### src/rtl/dma_chan_engine.sv
module dma_chan_engine #(
  parameter int ADDR_W = 16,
  parameter int PAGE_W = 8
) (
  input  logic                       clk,
  input  logic                       rst_n,
  input  logic                       word_mode,
  input  logic                       cascade,
  input  logic                       auto_init,
  input  logic                       load,
  input  logic [ADDR_W-1:0]          load_addr,
  input  logic [ADDR_W-1:0]          load_count,
  input  logic [PAGE_W-1:0]          load_page,
  input  logic                       xfer_done,
  output logic [PAGE_W+ADDR_W-1:0]   phys_addr,
  output logic                       tc,
  output logic                       chan_masked,
  output logic [ADDR_W:0]            residue_bytes
);
  localparam int PHYS_W = PAGE_W + ADDR_W;

  logic [ADDR_W-1:0] cur_addr, cur_cnt, base_addr, base_cnt;
  logic [PAGE_W-1:0] page_q;
  logic              masked_q, tc_q;

  wire take = xfer_done && !masked_q && !cascade && !load;
  wire last = (cur_cnt == '0);

  always_ff @(posedge clk or negedge rst_n) begin
    if (!rst_n) begin
      cur_addr  <= '0;
      cur_cnt   <= '0;
      base_addr <= '0;
      base_cnt  <= '0;
      page_q    <= '0;
      masked_q  <= 1'b1;
      tc_q      <= 1'b0;
    end else begin
      tc_q <= take && last;
      if (load) begin
        cur_addr  <= load_addr;
        base_addr <= load_addr;
        cur_cnt   <= load_count;
        base_cnt  <= load_count;
        page_q    <= load_page;
        masked_q  <= 1'b0;
      end else if (take) begin
        if (last && auto_init) begin
          cur_addr <= base_addr;
          cur_cnt  <= base_cnt;
        end else begin
          cur_addr <= cur_addr + ADDR_W'(1);
          cur_cnt  <= cur_cnt - ADDR_W'(1);
          if (last) masked_q <= 1'b1;
        end
      end
    end
  end

  wire [ADDR_W-1:0] left = cur_cnt + ADDR_W'(1);

  assign phys_addr     = cascade   ? '0 :
                         word_mode ? {page_q[PAGE_W-1:1], cur_addr, 1'b0} :
                                     PHYS_W'({page_q, cur_addr});
  assign residue_bytes = word_mode ? {left, 1'b0} : {1'b0, left};
  assign tc            = tc_q;
  assign chan_masked   = masked_q;
endmodule

### config.mk
export PLATFORM = sky130hd
export DESIGN_NAME = dma_chan_engine
export DESIGN_NICKNAME = d
export VERILOG_FILES = /design/src/rtl/dma_chan_engine.sv
export SDC_FILE = /design/constraint.sdc
export NUM_CORES = 1
export LEC_CHECK = 0
export ABC_AREA = 1
export BUFFER_PORTS_ARGS = -buffer_cell sky130_fd_sc_hd__buf_2
export CAP_MARGIN = 20
export CORE_ASPECT_RATIO = 1.5
export CORE_MARGIN = 5
export CORE_UTILIZATION = 40
export DETAILED_ROUTE_END_ITERATION = 8
export PLACE_DENSITY = 0.57
export SKIP_LAST_GASP = 1
export SLEW_MARGIN = 20
export SYNTH_ARGS = -nofsm -noshare
export SYNTH_HDL_FRONTEND = slang
export SYNTH_SLANG_ARGS = --single-unit
### constraint.sdc
create_clock -name clk -period 1.8 [get_ports clk]
set_input_delay 0.18 -clock clk [delete_from_list [all_inputs] [get_ports clk]]
set_output_delay 0.18 -clock clk [all_outputs]
set_load 0.03 [all_outputs]
==> impl_metrics.json <==
{
  "status": "finished with violations",
  "violations": "negative setup slack",
  "seqPwrFrac": 0.353,
  "numCtsBuffers": 9,
  "yosysWarnings": 0,
  "hp-class": "in2reg",
  "avgSynthCellArea_um2": 6.857,
  "p_leak_uw": 0.003372,
  "finalWeightedCongestion": 0.9286,
  "floorplan.initialDensity": 0.4070,
  "syn_inst": 739,
  "ys_seq_area_frac": 0.3657,
  "fin_nets": 916,
  "overflow": 0,
  "required_ps": 2050,
  "reg2reg_depth": 14,
  "drive_above_1_share": 0.3119,
  "portBuffers": 89,
  "die_x_um": 101.9,
  "via_per_inst": 5.069,
  "die_area_mm2": 0.01507,
  "p_sw_uw": 2161,
  "grt_pass1_vias": 5144,
  "max_stage_delay_ps": 440,
  "fillers": 1224,
  "drt-initial-drc-count": 238,
  "wl_mm": 15.35,
  "area_delta_synth_final_pct": 32.72,
  "grt_pass1_wl_mm": 24.76,
  "num_antenna_cells": 0,
  "crit_chain": "buf_6 > buf_6 > inv_4 > ha_4 > inv_2 > nor2_1 > nand2_1 > nor2_4 > nand3_4 > buf_6 > clkbuf_16 > nand2_4 > a21oi_2 > a21oi_1",
  "row_count": 50,
  "syn_area_mm2": 0.005067,
  "drv_cap": 0,
  "crit_slowest_cell": "dfrtp_2",
  "synth-seq-cells": 74,
  "ir_worst_vdd_mv": 0.5938,
  "internal-power_uw": 3761,
  "p_per_area_mw_per_mm2": 880.7,
  "switching_share": 0.3649,
  "fmax_mhz": 494.9,
  "crit_path_end_kind": "register",
  "setup_ws_ps": -220.5,
  "fin_crit_ps": 2020,
  "rsz0062_at_grt": "true",
  "critical_path.most_common_cell": "buf_6",
  "drc": 0,
  "synthesis.nets": 790,
  "crit_fanout": 6,
  "whs_path_depth": 3,
  "skew_ps": 3.988,
  "clock_latency_ps": 330,
  "detail-route-antenna-nets": 0,
  "antenna_found_initial": 0,
  "grt_usage": 0.2052,
  "cts-root-to-sink-buffers": 2,
  "start_kind": "register",
  "slew_headroom": 0.5610,
  "die_h_um": 147.9,
  "drtPass1Iterations": 5,
  "finalSetupViolCount": 47,
  "period_share": 1.122,
  "tightest_slew_ps": 657.7,
  "synth_cell_types": 36,
  "drv_slew": 0,
  "vias": 5196,
  "cp.arrival_ps": 2270,
  "dp.final_hpwl_mm": 11.20,
  "clock_sinks": 74,
  "core-area_mm2": 0.01245,
  "clk_pin_slew_ps": 60,
  "clockRootBuffer": "clkbuf_16",
  "hold_slack_ps": 54.24,
  "grt_max_degree": 78,
  "combPwrFrac": 0.347,
  "worstSetupPathType": "reg2reg",
  "cts_tree": "done",
  "wl_per_cell_um": 14.98,
  "h-tree-depth": 3,
  "hold_viol": 0,
  "power_frac_clock": 0.300,
  "fin_setup_tns_ps": -6714,
  "ios": 90
}
## sequential cells by signal, summed over array words and instances (netlist names)
| signal | flops |
|---|---|
| cur_cnt | 16 |
| base_addr | 16 |
| tc | 1 |
| chan_masked | 1 |
| cur_addr | 16 |
| page_q | 8 |
| base_cnt | 16 |
## worst paths after layout
kind                            slack (ps)             to         start
worst min register to register         470      page_q[0]     page_q[0]
worst max register to register        -220     cur_cnt[5]    cur_cnt[1]
max in group asynchronous              810    cur_cnt[11]         rst_n
worst max-delay path                  -220     cur_cnt[5]    cur_cnt[1]
worst min-delay path                    50      page_q[0]  load_page[0]
min in group asynchronous              390  base_addr[13]         rst_n
## worst max-delay path: cells and delay by family, from the launching register on
family	cells	cell delay [ps]
and+or+nand+nor	5	500
buffers and inverters	6	650
AOI/OAI and AO/OA	2	200
adders and majority gates	1	140
DFF	1	440
## layout make-up
| type | instances | area, um^2 | area share |
|---|---|---|---|
| clock buffer | 10 | 239.0 | 0.03553 |
| clock inverter | 5 | 55.05 | 0.008186 |
| timing repair buffer | 154 | 1119 | 0.1663 |
| tap | 156 | 195.2 | 0.02902 |
| multi-input combinational | 549 | 2957 | 0.4396 |
| inverter | 77 | 294.0 | 0.04372 |
| sequential | 74 | 1867 | 0.2776 |
## metal layers
| metal | global-route usage | share of wire | vias up |
|---|---|---|---|
| met5 | 0 | 0 | - |
| met4 | 0.06369 | 0.013 | 0 |
| met3 | 0.02597 | 0.043 | 12 |
| met2 | 0.3719 | 0.55 | 123 |
| met1 | 0.2486 | 0.39 | 2458 |
| li1 | - | - | 2603 |
## power groups by stage
| stage | Sequential (uW) | Clock [uW] | Combinational, uW |
|---|---|---|---|
| after floorplan | 2000 | 0 | 1260 |
| after global placement | 2100 | 0 | 1710 |
| after detailed placement | 2100 | 0 | 1730 |
| after CTS | 2070 | 1830 | 1850 |
| after global routing | 2120 | 1890 | 2270 |
| final | 2090 | 1780 | 2060 |
## cell families after synthesis
kind of cell | count (synthesis) | share of synthesized area
muxes | 1 | 0.001975
adders and majority gates | 4 | 0.009877
DFF | 74 | 0.3657
buffers and inverters | 117 | 0.1064
AOI/OAI and AO/OA | 134 | 0.1442
xor gates and xnor gates | 21 | 0.03630
and+or+nand+nor | 388 | 0.3356
## synthesized netlist by cell type (all sizes together)
cell type / count / area [um^2]
nor2: 79 / 365.3
o21a: 1 / 7.510
inv: 77 / 289.0
nand2: 228 / 870.8
nor3: 11 / 82.58
mux2i: 1 / 10.01
xor2: 19 / 166.4
clkbuf: 12 / 47.55
xnor2: 2 / 17.52
o21ai: 82 / 444.2
buf: 28 / 202.7
nand3: 64 / 342.8
dfstp: 1 / 26.28
nand4: 5 / 31.28
ha: 4 / 50.05
nand3b: 1 / 7.510
a31oi: 1 / 21.27
dfrtp: 73 / 1827
a21oi: 50 / 257.8
## through the flow
stage / total power [uW] / instances / utilization / setup slack, ps / area (um^2)
3_5_place_dp: 3837 / 983 / 0.4669 / -28.33 / 5813
6_report: 5923 / 1025 / 0.5402 / -220.5 / 6725
3_3_place_gp: 3812 / 983 / 0.4669 / 2.971 / 5813
2_1_floorplan: 3262 / 739 / - / 2.343 / 5067
4_1_cts: 5747 / 1010 / 0.5056 / -250.3 / 6295
5_1_grt: 6282 / 1025 / 0.5402 / -355.1 / 6725
## cell usage in the layout (no fill, tap or decap), types with 7 or more instances in the layout
master,count
a21oi_2,8
a21oi_1,42
o21ai_2,17
buf_2,74
o21ai_1,9
inv_1,67
buf_6,10
clkbuf_16,10
inv_2,8
xor2_1,16
dfrtp_2,11
nand2_1,207
nand2_2,15
nor2_4,7
buf_4,61
dfrtp_1,62
nand3_1,57
nor2_1,67
o21ai_0,56
## repair_timing
action / CTS / global route
setup buffers: 10 / 16
resized for setup: 26 / 90
pin swaps: 5 / 23
hold buffers: 1 / 0
endpoints found under the hold margin: 25 / 0
gates cloned: 1 / 2
setup endpoints to repair: 15 / 49
No activity file was read; power rests on OpenSTA's default activity.
